### src/rtl/srcal_pkg.sv
package srcal_pkg;

   localparam int CODE_W = 3;

   typedef enum logic [2:0] {
      ST_IDLE   = 3'd0,
      ST_SETTLE = 3'd1,
      ST_MEAS   = 3'd2,
      ST_DIV    = 3'd3,
      ST_HOLD   = 3'd4,
      ST_DONE   = 3'd5
   } srcal_state_e;

endpackage

### src/rtl/srcal_div.sv
// Restoring divider: one quotient bit per cycle, done one cycle after the last step.
module srcal_div #(
   parameter int W = 20
) (
   input  logic         clk,
   input  logic         rst_n,
   input  logic         start_i,
   input  logic [W-1:0] dividend_i,
   input  logic [W-1:0] divisor_i,
   output logic [W-1:0] quo_o,
   output logic         done_o
);

   localparam int STEP_W = $clog2(W + 1);

   if (W < 2) begin : g_bad_w
      $error("srcal_div: W must be at least 2");
   end

   logic [W-1:0]      rem_q, dsr_q, quo_q;
   logic [STEP_W-1:0] steps_q;
   logic              run_q;
   logic [W:0]        shifted;
   logic              fits;

   assign shifted = {rem_q, quo_q[W-1]};
   assign fits    = shifted >= {1'b0, dsr_q};

   always_ff @(posedge clk or negedge rst_n) begin
      if (!rst_n) begin
         rem_q   <= '0;
         dsr_q   <= '0;
         quo_q   <= '0;
         steps_q <= '0;
         run_q   <= 1'b0;
         done_o  <= 1'b0;
      end else begin
         done_o <= 1'b0;
         if (start_i) begin
            rem_q   <= '0;
            dsr_q   <= divisor_i;
            quo_q   <= dividend_i;
            steps_q <= STEP_W'(W);
            run_q   <= 1'b1;
         end else if (run_q) begin
            if (fits) begin
               rem_q <= W'(shifted - {1'b0, dsr_q});
            end else begin
               rem_q <= shifted[W-1:0];
            end
            quo_q   <= {quo_q[W-2:0], fits};
            steps_q <= steps_q - 1'b1;
            if (steps_q == STEP_W'(1)) begin
               run_q  <= 1'b0;
               done_o <= 1'b1;
            end
         end
      end
   end

   assign quo_o = quo_q;

endmodule

### src/rtl/srcal_pace.sv
// Settle, poll and timeout counters for the sequencer.
module srcal_pace #(
   parameter int SETTLE_CYC  = 26,
   parameter int POLL_CYC    = 260,
   parameter int TIMEOUT_CYC = 5200
) (
   input  logic clk,
   input  logic rst_n,
   input  logic run_settle_i,
   input  logic run_meas_i,
   output logic settle_end_o,
   output logic poll_o,
   output logic expired_o
);

   localparam int SC_W = $clog2(SETTLE_CYC + 1);
   localparam int TC_W = $clog2(TIMEOUT_CYC + POLL_CYC + 1);

   logic [SC_W-1:0] sc_q;
   logic [TC_W-1:0] tc_q;

   always_ff @(posedge clk or negedge rst_n) begin
      if (!rst_n) begin
         sc_q <= '0;
         tc_q <= '0;
      end else begin
         sc_q <= run_settle_i ? sc_q + 1'b1 : '0;
         tc_q <= run_meas_i ? tc_q + 1'b1 : '0;
      end
   end

   assign settle_end_o = run_settle_i && (sc_q == SC_W'(SETTLE_CYC - 1));
   assign expired_o    = tc_q >= TC_W'(TIMEOUT_CYC - 1);

   if (POLL_CYC == 1) begin : g_poll_every
      assign poll_o = run_meas_i;
   end else begin : g_poll_div
      localparam int PC_W = $clog2(POLL_CYC);
      logic [PC_W-1:0] pc_q;
      always_ff @(posedge clk or negedge rst_n) begin
         if (!rst_n) begin
            pc_q <= '0;
         end else if (run_meas_i && pc_q != PC_W'(POLL_CYC - 1)) begin
            pc_q <= pc_q + 1'b1;
         end else begin
            pc_q <= '0;
         end
      end
      assign poll_o = run_meas_i && (pc_q == PC_W'(POLL_CYC - 1));
   end

endmodule

### src/rtl/srcal_seq.sv
module srcal_seq
   import srcal_pkg::*;
#(
   parameter int PORT_W       = 2,
   parameter int CNT_W        = 16,
   parameter int SETTLE_CYC   = 26,
   parameter int POLL_CYC     = 260,
   parameter int TIMEOUT_CYC  = 5200,
   parameter int WINDOW       = 1024,
   parameter int REF_MHZ      = 26,
   parameter int COEF         = 28,
   parameter int ROUND_DIV    = 1000,
   parameter int DEFAULT_CODE = 4
) (
   input  logic              clk,
   input  logic              rst_n,
   input  logic              start_i,
   input  logic [PORT_W-1:0] port_idx_i,
   input  logic              meter_valid_i,
   input  logic [CNT_W-1:0]  meter_count_i,
   output logic              osc_en_o,
   output logic              meter_en_o,
   output logic [PORT_W-1:0] meter_sel_o,
   output logic [2:0]        slew_code_o,
   output logic              done_o
);

   localparam int NUM   = WINDOW * REF_MHZ * COEF;
   localparam int HALF  = ROUND_DIV / 2;
   localparam int DIV_W = $clog2(NUM + HALF + 1);

   if (SETTLE_CYC < 1 || POLL_CYC < 1 || TIMEOUT_CYC < 1) begin : g_bad_time
      $error("srcal_seq: interval counts must be at least 1");
   end
   if (CNT_W > DIV_W || $clog2(ROUND_DIV + 1) > DIV_W) begin : g_bad_width
      $error("srcal_seq: divisor wider than the divider");
   end
   if (DEFAULT_CODE < 0 || DEFAULT_CODE >= (1 << CODE_W)) begin : g_bad_code
      $error("srcal_seq: DEFAULT_CODE does not fit the code field");
   end
   if (PORT_W < 1) begin : g_bad_port
      $error("srcal_seq: PORT_W must be at least 1");
   end

   srcal_state_e      state_q;
   logic              pass2_q;
   logic [PORT_W-1:0] port_q;
   logic [2:0]        code_q;

   logic              settle_end, poll, expired, meas_exit;
   logic              div_start, div_done;
   logic [DIV_W-1:0]  div_dividend, div_divisor, div_quo;

   srcal_pace #(
      .SETTLE_CYC (SETTLE_CYC),
      .POLL_CYC   (POLL_CYC),
      .TIMEOUT_CYC(TIMEOUT_CYC)
   ) u_pace (
      .clk         (clk),
      .rst_n       (rst_n),
      .run_settle_i(state_q == ST_SETTLE),
      .run_meas_i  (state_q == ST_MEAS),
      .settle_end_o(settle_end),
      .poll_o      (poll),
      .expired_o   (expired)
   );

   assign meas_exit = poll && (meter_valid_i || expired);

   // First pass: NUM / count. Second pass: (quotient + HALF) / ROUND_DIV.
   assign div_start = (state_q == ST_MEAS && meas_exit && meter_count_i != '0) ||
                      (state_q == ST_DIV && div_done && !pass2_q);
   assign div_dividend = (state_q == ST_DIV) ? div_quo + DIV_W'(HALF) : DIV_W'(NUM);
   assign div_divisor  = (state_q == ST_DIV) ? DIV_W'(ROUND_DIV) : DIV_W'(meter_count_i);

   srcal_div #(.W(DIV_W)) u_div (
      .clk       (clk),
      .rst_n     (rst_n),
      .start_i   (div_start),
      .dividend_i(div_dividend),
      .divisor_i (div_divisor),
      .quo_o     (div_quo),
      .done_o    (div_done)
   );

   always_ff @(posedge clk or negedge rst_n) begin
      if (!rst_n) begin
         state_q <= ST_IDLE;
         pass2_q <= 1'b0;
         port_q  <= '0;
         code_q  <= 3'(DEFAULT_CODE);
      end else begin
         case (state_q)
            ST_IDLE: begin
               if (start_i) begin
                  port_q  <= port_idx_i;
                  state_q <= ST_SETTLE;
               end
            end
            ST_SETTLE: begin
               if (settle_end) state_q <= ST_MEAS;
            end
            ST_MEAS: begin
               if (meas_exit) begin
                  if (meter_count_i == '0) begin
                     code_q  <= 3'(DEFAULT_CODE);
                     state_q <= ST_HOLD;
                  end else begin
                     pass2_q <= 1'b0;
                     state_q <= ST_DIV;
                  end
               end
            end
            ST_DIV: begin
               if (div_done) begin
                  if (!pass2_q) begin
                     pass2_q <= 1'b1;
                  end else begin
                     code_q  <= div_quo[CODE_W-1:0];
                     state_q <= ST_HOLD;
                  end
               end
            end
            ST_HOLD: state_q <= ST_DONE;
            default: state_q <= ST_IDLE;
         endcase
      end
   end

   assign osc_en_o    = (state_q == ST_SETTLE) || (state_q == ST_MEAS) ||
                        (state_q == ST_DIV) || (state_q == ST_HOLD);
   assign meter_en_o  = (state_q == ST_MEAS);
   assign done_o      = (state_q == ST_DONE);
   assign meter_sel_o = port_q;
   assign slew_code_o = code_q;

endmodule

### config.mk
export PLATFORM = sky130hd
export DESIGN_NAME = srcal_seq
export DESIGN_NICKNAME = d
export VERILOG_FILES = /design/src/rtl/srcal_pkg.sv /design/src/rtl/srcal_div.sv /design/src/rtl/srcal_pace.sv /design/src/rtl/srcal_seq.sv
export SDC_FILE = /design/constraint.sdc
export NUM_CORES = 1
export LEC_CHECK = 0
export ABC_CLOCK_PERIOD_IN_PS = 6850
export BUFFER_PORTS_ARGS = -buffer_cell sky130_fd_sc_hd__buf_2
export CAP_MARGIN = 5
export CORE_ASPECT_RATIO = 1.1
export CORE_UTILIZATION = 40
export DETAILED_ROUTE_END_ITERATION = 10
export HOLD_SLACK_MARGIN = 0.15
export RECOVER_POWER = 25
export SETUP_SLACK_MARGIN = 0.2
export SLEW_MARGIN = 20
export SYNTH_ARGS = -nofsm -noshare
export SYNTH_HDL_FRONTEND = slang
export SYNTH_SLANG_ARGS = --single-unit
### constraint.sdc
create_clock -name clk -period 6.85 [get_ports clk]
set_input_delay 1.0275 -clock clk [delete_from_list [all_inputs] [get_ports clk]]
set_output_delay 1.0275 -clock clk [all_outputs]
set_load 0.05 [all_outputs]
After elaboration in Yosys (flattened, before gate mapping)
Cells that the tools add are included.
{ "op_classes": {"order_cmp": 2, "add_sub_neg": 6, "n_eq_ne": 16, "n_mux": 34, "reduce_logical": 23} }
{ "ops": {"columns": ["operator", "n"], "rows": [
  ["$mux 20", 6],
  ["$mux 3", 10],
  ["$ge 21x20->1", 1],
  ["$add 20x9->20 const B", 1],
  ["$sub 20x20->20", 1],
  ["$logic_not 16->1", 1],
  ["$mux 16", 1],
  ["$reduce_bool 16->1", 1],
  ["$mux 5", 3],
  ["$pmux 3 s5", 1],
  ["$add 13x1->13 const B", 1],
  ["$ge 13x13->1 const B", 1],
  ["$mux 13", 1],
  ["$ne 2x2->1 const B", 6],
  ["$reduce_and 5->1", 2],
  ["$add 9x1->9 const B", 1],
  ["$eq 9x9->1 const B", 1],
  ["$mux 1", 9],
  ["$mux 9", 1],
  ["$ne 9x9->1 const B", 1],
  ["$logic_and 1x1->1", 8],
  ["$eq 3x2->1 const B", 2],
  ["$eq 3x3->1 const B", 2],
  ["$pmux 3 s2", 1],
  ["13 further kinds", 18]
]} }
{ "word_totals": {"regBits": 103, "inputBits": 22, "output_inout_bits": 8, "word_cells": 94} }

Depth between registers and ports, before layout
Gate-level depths: netlist of run 1.
{ "logic_depth": {"ltp_word": 7, "ltp_mapped": 12} }

By module
Synthesis of run 1 repeated with hierarchy kept, for this count alone.
{ "hier_totals": {"cells_unflattened": 701, "area_unflattened_um2": 6383.6} }
{ "modules_own_cells": {"columns": ["mod", "n_inst", "seq_area_each_um2", "area_each_um2", "cells_each"], "rows": [
  ["srcal_div", 1, 1676.6, 4020.1, 428],
  ["srcal_pace", 1, 675.6, 1327.5, 131],
  ["srcal_seq", 1, 226.5, 1036.0, 142]
]} }

Worst setup path after synthesis of run 1
No wires, ideal clock.
{ "synth_timing": {"path_kind": "reg-to-output", "startpoint": "reg state_q[0]", "endpoint": "out done_o", "required_time_ps": 5822, "setup_slack_ps": 4161, "path_stages_with_launch": 3, "arrival_time_ps": 1661, "cell_sequence": "dfrtp_1 -> inv_2 -> nor3b_1"} }
{ "synth_via": {"elab_chain_cells": 1} }
{ "synth_rtl": {"columns": ["item", "line", "rtl"], "rows": [
  ["start: declaration", "srcal_seq.sv:45", "srcal_state_e state_q;"],
  ["start signal: assignment", "srcal_seq.sv:88", "state_q <= ST_IDLE;"],
  ["start signal: assignment", "srcal_seq.sv:97", "state_q <= ST_SETTLE;"],
  ["start signal: assignment", "srcal_seq.sv:101", "if (settle_end) state_q <= ST_MEAS;"],
  ["$eq 3x3->1", "srcal_seq.sv:133", "assign done_o = (state_q == ST_DONE);"],
  ["end: declaration", "srcal_seq.sv:25", "output logic done_o"]
]} }
Every way passes these cells.

Final worst setup path of run 1
{ "layout_timing": {"startpoint": "in meter_count_i[1]", "endpoint": "reg u_div.quo_q[13], in the netlist u_div.quo_o[13]"} }
{ "layout_via": {"elab_chain_cells": 4} }
{ "layout_rtl": {"columns": ["item", "line", "rtl"], "rows": [
  ["start: declaration", "srcal_seq.sv:20", "input logic [CNT_W-1:0] meter_count_i,"],
  ["$reduce_bool 16->1 *", "srcal_seq.sv:71", "assign div_start = (state_q == ST_MEAS && meas_exit && meter_count_i != '0) ||"],
  ["$logic_and 1x1->1 *", "srcal_seq.sv:71", null],
  ["$logic_or 1x1->1 *", "srcal_seq.sv:71", null],
  ["$mux 20 / $reduce_bool 2->1 (equally long branches)", null, null],
  ["end signal: assignment", "srcal_div.sv:42", "quo_q <= dividend_i;"],
  ["end signal: assignment", "srcal_div.sv:51", "quo_q <= {quo_q[W-2:0], fits};"],
  ["end: declaration", "srcal_div.sv:20", "logic [W-1:0] rem_q, dsr_q, quo_q;"]
]} }
Mark *: on every way between the ends. The rest lies on a longest branch, timed or not.
A chain may end at the register's enable or synchronous reset.

==> results.md, run 1 <==
- The flow ran to the end, but the final reports show violations.
- The checks that failed: max-capacitance violations, max-slew violations.
- The number of warnings reported in the yosys synthesis log is 0.
- Of the post-synthesis cell area, the dominant cell type holds 42.8%.
- Counting stages on the worst path, the most repeated cell is sky130_fd_sc_hd__nand2_1.
- The count of nets left with antenna violations once routing finished came out at 0.
- Setup repair after global routing left no endpoint under its margin.
- At the end of routability-driven placement, the weighted congestion stood at 0.846.
- The mapped netlist covers 0.00573 mm².
- Max-cap violations in this run came to 1.
- In the final design database the tool counted 695 nets.
- VDD sags by at most 0.116 mV.
- The unique cell type count in the Yosys netlist is 76.
- The number of setup violations in the final report is 0.
- At the later pin of the worst-skew pair, clock insertion delay measures 360 ps.
- The synthesized design contains 99 register bits.
- The most common cell in the synthesized netlist is sky130_fd_sc_hd__dfrtp_1.
- Yosys mapped a number of flops with a built-in enable equal to 0.
- The count of input and output buffers is 29.
- Among cell families on the critical path, the largest total delay comes from simple AND/OR/NAND/NOR gates.
- Once the clock tree was built, the resizer swapped 0 gates to a different size.
- The pre-antenna-repair detailed-routing pass consisted of 5 iterations.
- Entering global routing, the biggest net connects 70 pins.
- TritonCTS created 9 clock buffers.
- After clock tree synthesis, the clock-pin slew on the worst setup and hold paths is 80 ps.
- After synthesis, the most frequently instantiated cells are 98 x sky130_fd_sc_hd__dfrtp_1, 82 x sky130_fd_sc_hd__nor2_1, 62 x sky130_fd_sc_hd__nand2_1.
- The wire-length estimate of the detail-placed layout is 9.12 mm.
- Relative to the synthesized area, the layout overhead comes to 10.2%.
- TritonCTS built the clock tree.
- The final total negative setup slack is 0 ps.
- The share of the cycle needed by the critical path after routing is 53.5%.
- Power comes to 0.00112 W.
- Measured against its own limit, the worst slew margin works out to -5.94%.
- The largest area contributor in the netlist is sky130_fd_sc_hd__dfrtp_1.
- The first global-routing pass estimated 21.9 mm of wire.
- The initial utilization of the core area, before any placement, comes to 41.2%.
- The total count of max-transition violations in the final report is 32.
- In the final routed layout, each cell accounts on average for 15.4 µm.
- The cell count after synthesis is 632.
- For this run, the top clock speed supported by timing is 0.273 GHz.
- The total inserted antenna cells is 0.
- The number of global-route vias before repair is 4367.
- The number of buffers and inverters on the critical path is 1.
- In this run the static leakage power is 2.86 nW.
- The worst setup path is captured at a flip-flop.
- The detailed router's first-iteration violation count is 352.
- The total clock sinks is 99.
- The remaining global-route overflow is 0.
- Buffers added to address setup during post-CTS repair amount to 0.
- In this run the power density over the cells is 178 mW/mm².
- The die outline area is 0.0148 mm².
- The clock passes through at most 2 buffers.
- The required time of the critical path is 7090 ps.
- The residual DRC count is 0.
- The synthesized net count is 678.
- The transition at the pin with the smallest max-transition slack is 1590 ps.
- For this run, the leading register cell type out of synthesis is sky130_fd_sc_hd__dfrtp_1.
- The post-synthesis async set-or-reset flop share is 100%.
- The number of antenna violations at the first check in global routing is 0.
- The cell count after placement is 826.
- Hold repair after CTS inserted 0 buffers.
- Global routing used 19.1% of the available tracks across all layers.
- Clock tree synthesis selected as its root buffer the cell sky130_fd_sc_hd__clkbuf_16.
- The CTS H-tree depth is 3.
- The delay of the slowest cell on the worst path is 600 ps.
- The total via count in the routed design is 4657.
- The region available for standard cell placement spans 0.0139 mm².
- The worst clock skew is 10.5 ps.
- The count of non-filler cells in the finished layout is 842.
- The final critical-path required period is 3670 ps.
- The proportion of layout cells with a drive suffix above 1 is 11.0%.
- The largest driver fanout on the critical path is 42.
- The signal on the critical path passes through buf_2 > nor4_1 > nand4_1 > nand2_1 > nor2_4 > nor2_1 > nand2_1 > o221a_2.
- The worst setup path is launched from an input pin.
- The class of the most critical hold timing path is flip-flop to flip-flop.
- The final layout contains routed wiring with a total length of 13.0 mm.
- The critical setup path kind is input pin to flip-flop.
- A synthesized cell averages 9.07 µm².
- The number of failing hold endpoints at the final stage is 0.
- The number of I/O pins is 30.
- The share of the Yosys chip area taken by registers is 43.2%.
- The die span in x is 116 µm.
- Dividing the detail-routed via count by the number of cells gives 5.53.
- The number of rows in the core area is 45.
- Sorting the synthesized cells by area gives the leading types as sky130_fd_sc_hd__dfrtp_1 43%, sky130_fd_sc_hd__nor2_1 5.4%, sky130_fd_sc_hd__ha_1 5.0%.
- The floorplan step set the die height to 128 µm.
- The slowest library cell on the worst path is sky130_fd_sc_hd__nor2_1.
- Data on the critical path arrives at its endpoint at 3910 ps.
power breakdown:
group          switching [W]  internal [W]
clock               0.000248      0.000267
combinational      0.0000174    0.00000573
sequential       0.000000305      0.000585
total               0.000266      0.000858
per-stage QoR:
stage | util, % | setup slack [ps] | cell area [µm²] | hold WS (ps)
6_report | 45.4 | 3180 | 6320 | 490
5_1_grt | 45.4 | 2860 | 6320 | 503
4_1_cts | 45.5 | 3230 | 6320 | 491
3_5_place_dp | 43.3 | 2890 | 6020 | 471
3_3_place_gp | 43.3 | 3010 | 6020 | 464
2_1_floorplan | - | 4160 | 5730 | 447
cell families (layout without fill, tap and decap cells):
group           Yosys count  count (layout)  synth area share [%]
fa+ha+maj                24              24                  5.37
buf+inv                  60              82                  4.41
simple gates            238             238                  20.3
mux                      12              12                  2.16
compound gates          161             161                  18.8
flops                    99              99                  43.2
xor+xnor                 38              38                  5.81
metal layers:
metal | global-route usage (%) | vias up | share of wire [%]
met5 | 0 | - | 0
met4 | 5.81 | 0 | 2.1
met3 | 4.70 | 16 | 4.1
met2 | 30.6 | 102 | 48
met1 | 25.4 | 2243 | 46
li1 | - | 2296 | -
registers in the layout, indices dropped and copies added (netlist names), 2 cells and up:
name,count
u_div.quo_o,20
u_div.rem_q,20
u_div.dsr_q,16
u_pace.tc_q,13
u_pace.g_poll_div.pc_q,9
u_div.steps_q,5
u_pace.sc_q,5
slew_code_o,3
state_q,3
meter_sel_o,2
path summary, 6_finish.rpt:
path                              endpoint  slack, ps              from  cells past startpoint
min in group asynchronous   u_pace.sc_q[1]       1050             rst_n                      1
min reg2reg                 u_pace.tc_q[0]        490    u_pace.tc_q[0]                      1
max reg2reg                u_div.quo_o[15]       3210        state_q[2]                      9
min                         u_pace.tc_q[0]        490    u_pace.tc_q[0]                      1
max                        u_div.quo_o[13]       3180  meter_count_i[1]                      8
max in group asynchronous   u_div.rem_q[7]       4130             rst_n                      2
cells in the final DEF, fill, tap and decap left out, types with 3 or more instances in the layout:
master / instances
sky130_fd_sc_hd__a32o_1: 3
sky130_fd_sc_hd__inv_1: 33
sky130_fd_sc_hd__mux2_2: 3
sky130_fd_sc_hd__a21oi_1: 39
sky130_fd_sc_hd__a21o_1: 4
sky130_fd_sc_hd__buf_4: 4
sky130_fd_sc_hd__nor3_1: 11
sky130_fd_sc_hd__or3_1: 4
sky130_fd_sc_hd__nor3b_1: 3
sky130_fd_sc_hd__mux2i_1: 9
sky130_fd_sc_hd__nand2_1: 62
sky130_fd_sc_hd__o21a_1: 4
sky130_fd_sc_hd__nand4_1: 9
sky130_fd_sc_hd__o21ai_0: 39
sky130_fd_sc_hd__a31oi_1: 6
sky130_fd_sc_hd__clkbuf_16: 9
sky130_fd_sc_hd__and3_1: 7
sky130_fd_sc_hd__o31ai_1: 10
sky130_fd_sc_hd__nor4_1: 8
sky130_fd_sc_hd__ha_1: 23
sky130_fd_sc_hd__buf_2: 27
sky130_fd_sc_hd__nor2b_1: 4
sky130_fd_sc_hd__o31a_1: 3
sky130_fd_sc_hd__a211oi_1: 15
sky130_fd_sc_hd__xor2_1: 15
sky130_fd_sc_hd__o21ai_1: 4
sky130_fd_sc_hd__o211ai_1: 3
sky130_fd_sc_hd__or2_2: 3
sky130_fd_sc_hd__dfrtp_1: 98
sky130_fd_sc_hd__and2_1: 3
sky130_fd_sc_hd__xnor2_1: 23
sky130_fd_sc_hd__nand3_1: 21
sky130_fd_sc_hd__nor2_1: 81
sky130_fd_sc_hd__nand2b_1: 6
final cells by class:
cell class / count / area (µm²)
flip-flops and latches: 99 / 2480
fillers: 1371 / 7590
inverters: 33 / 124
clock inverters: 6 / 63.8
clock buffers: 10 / 239
repair buffers: 33 / 173
well taps: 188 / 235
multi-input cells: 473 / 3000
No activity file was read; power rests on OpenSTA's default activity.
==> run 2: changes to the inputs <==
Settings changed: ABC_CLOCK_PERIOD_IN_PS 6850 to 3500.
Clock period 6.85 ns to 3.5 ns, I/O delays scaled along.
==> run 2 against run 1 <==
The flow still finishes with violations (max-capacitance violations, max-slew violations). Worst hold slack worse by 95 ps. Critical endpoint is now u_div.quo_o[8]. Core utilization increased by 0.40 points. Sequential share of layout area decreased by 0.35 points.
==> results.md, run 2 (synthesized netlist as in run 1, its figures left out) <==
- The core box area was 0.0139 mm² (unchanged).
- Dividing the final minimum period by the clock period gives 84.5%.
- The latest clock arrival within the worst-skew pair was 350 ps (about the same).
- The final HPWL from detailed placement came to 9.62 mm (+5.5%).
- The die span in y is 128 µm (unchanged).
- The CTS root buffer is sky130_fd_sc_hd__clkbuf_16.
- The power per standard cell area is 349 mW/mm² (+96%).
- The startpoint kind of the worst setup timing path is a flip-flop.
- The sum of routed wire length over all layers came to 13.7 mm (+5.0%).
- The number of rows in the core area is 45 (unchanged).
- The initial cell density of the core is 41.2% (unchanged).
- The total non-filler cell area in the finished layout is 0.00637 mm² (+0.89%).
- The average detailed-routed wire length per instance was 16.1 µm (+4.1%).
- The most common cell after layout, fill and taps aside is sky130_fd_sc_hd__dfrtp_1.
- The placed instance area is 0.00606 mm² (+0.75%).
- The required time of the critical path is 3710 ps (-3380 ps).
- The startpoint of the worst register-to-register path is u_pace.g_poll_div.pc_q[2].
- The run finished, with violations left.
- The final total power was 0.00222 W (+98%).
- The CTS buffer count came to 9 (unchanged).
- Setup repair after global routing left no endpoint under its margin.
- The overall fraction of global-route tracks in use is 19.4% (+0.24 points).
- The number of maximum-capacitance constraint violations came to 1 (unchanged).
- The number of global-route vias before repair is 4611 (+5.6%).
- The final weighted congestion of routability-driven global placement is 0.822 (-2.8%).
- From synthesis to final layout, the design area changed by 11.2%.
- The first-pass GRT wire length is 22.3 mm (+1.9%).
- The worst max-slew margin expressed relative to the limit is -36.0% (-30 points).
- The count of non-filler cells in the finished layout is 849 (+0.83%).
- In the layout the commonest cells are 98 x sky130_fd_sc_hd__dfrtp_1, 81 x sky130_fd_sc_hd__nor2_1, 62 x sky130_fd_sc_hd__nand2_1.
- The critical setup path kind is flip-flop to flip-flop.
- The critical path arrival is 3160 ps (-750 ps).
- The transition at the pin with the smallest max-transition slack came to 2040 ps (+450 ps).
- The final layout net count is 702 (+1.0%).
- The post-route worst hold slack came to 395 ps (-95.4 ps).
- The final reports fail on max-capacitance violations, max-slew violations.
- The maximum vdd ir drop is 0.258 mV (+120%).
- The number of failing hold endpoints at the final stage is 0 (unchanged).
- Derived from the worst setup path, the maximum achievable clock frequency is 0.338 GHz.
- The start point of the worst min-delay path is meter_count_i[11].
- The remaining global-route overflow is 0 (unchanged).
- The class of the most critical hold timing path is input pin to flip-flop.
- The maximum number of pins on one net before global-route repair is 85 (+21%).
- The clock slew at the register clock pins of the worst setup and hold paths is 70 ps (about the same).
- The number of detailed-route iterations in the first pass was 5 (unchanged).
- The number of setup violations in the final report came to 0 (unchanged).
- The detailed router's first-iteration violation count is 238 (-32%).
- The total inserted antenna cells is 0 (unchanged).
- The worst-case clock buffer depth came to 2 (unchanged).
- The CTS H-tree depth is 3 (unchanged).
- The count of input and output buffers is 29 (unchanged).
- The die span in x is 116 µm (unchanged).
- The largest driver fanout on the critical path was 14 (-67%).
- The die outline area came to 0.0148 mm² (unchanged).
- The worst clock skew was 10.3 ps (-0.215 ps).
- The cell count after placement is 832 (+0.73%).
- The number of I/O pins is 30 (unchanged).
- The number of antenna violations at the first check in global routing is 0 (unchanged).
- The worst setup path is captured at a flip-flop.
- The clock tree from TritonCTS is done.
- The buffers inserted during post-CTS setup optimization is 0 (unchanged).
- The total via count in the routed design is 4686 (+0.62%).
- The start point of the critical path is u_pace.g_poll_div.pc_q[2].
- The number of nets with antenna violations after routing is 0 (unchanged).
- The residual DRC count is 0 (unchanged).
- For the finished layout, the period the worst path requires is 2960 ps.
- The total clock sinks is 99 (unchanged).
- The total count of max-transition violations in the final report is 85 (+170%).
- The final total negative setup slack is 0 ps (unchanged).
- The proportion of layout cells with a drive suffix above 1 is 12.4% (+1.4 points).
- The via-per-instance ratio is 5.52 (-0.21%).
- The static leakage was 2.90 nW (+1.3%).
[run 2: changes by cell type in the layout (fill, tap and decap cells not counted), sizes merged]
| cell | delta |
|---|---|
| buf | +7 |
| clkbuf | -2 |
| bufinv | +1 |
| nor2 | +1 |
[run 2: final cells by class]
class | instances | area [µm²]
multi-input cells | 474 | 3010
inverters | 33 | 124
clock inverters | 7 | 80.1
flip-flops and latches | 99 | 2480
fillers | 1358 | 7530
well taps | 188 | 235
clock buffers | 9 | 225
repair buffers | 39 | 220
[run 2: what timing repair did]
action	in CTS	in global routing
resized for setup	0	0
endpoints found under the setup margin	0	1
hold buffers	0	0
[run 2: metal layers]
layer  up-vias  global-route usage [%]  share of wire [%]
li1       2295                       -                  -
met4         0                    6.26                1.4
met3        12                    3.98                3.5
met1      2302                    23.9                 45
met5         -                       0                  0
met2        77                    33.4                 50
[run 2: per-stage QoR]
step,worst slack [ps],util (%)
after floorplan,1070,-
after global placement,533,43.6
after detailed placement,449,43.6
after CTS,417,45.8
after global routing,284,45.8
final,544,45.8
[run 2: path summary, 6_finish.rpt]
kind,endpoint,slack (ps),cells past startpoint
max,u_div.quo_o[8],540,8
min,u_div.dsr_q[11],400,3
max reg2reg,u_div.quo_o[8],540,8
min reg2reg,u_pace.tc_q[0],490,1
max in group asynchronous,u_div.dsr_q[3],1540,1
min in group asynchronous,u_pace.sc_q[2],750,1
[run 2: critical path: stages, from the launching register on]
cell	delay, ps
sky130_fd_sc_hd__dfrtp_1	420
sky130_fd_sc_hd__or4_1	540
sky130_fd_sc_hd__nor4_2	210
sky130_fd_sc_hd__o31ai_2	220
sky130_fd_sc_hd__o21ai_2	650
sky130_fd_sc_hd__nor2_1	220
sky130_fd_sc_hd__buf_4	230
sky130_fd_sc_hd__o21ai_0	170
sky130_fd_sc_hd__o221ai_1	140
[run 2: report_power, final]
group          switching [W]  internal [W]  total [W]
logic              0.0000341     0.0000124  0.0000465
registers        0.000000485       0.00114    0.00114
clock network       0.000464      0.000566    0.00103
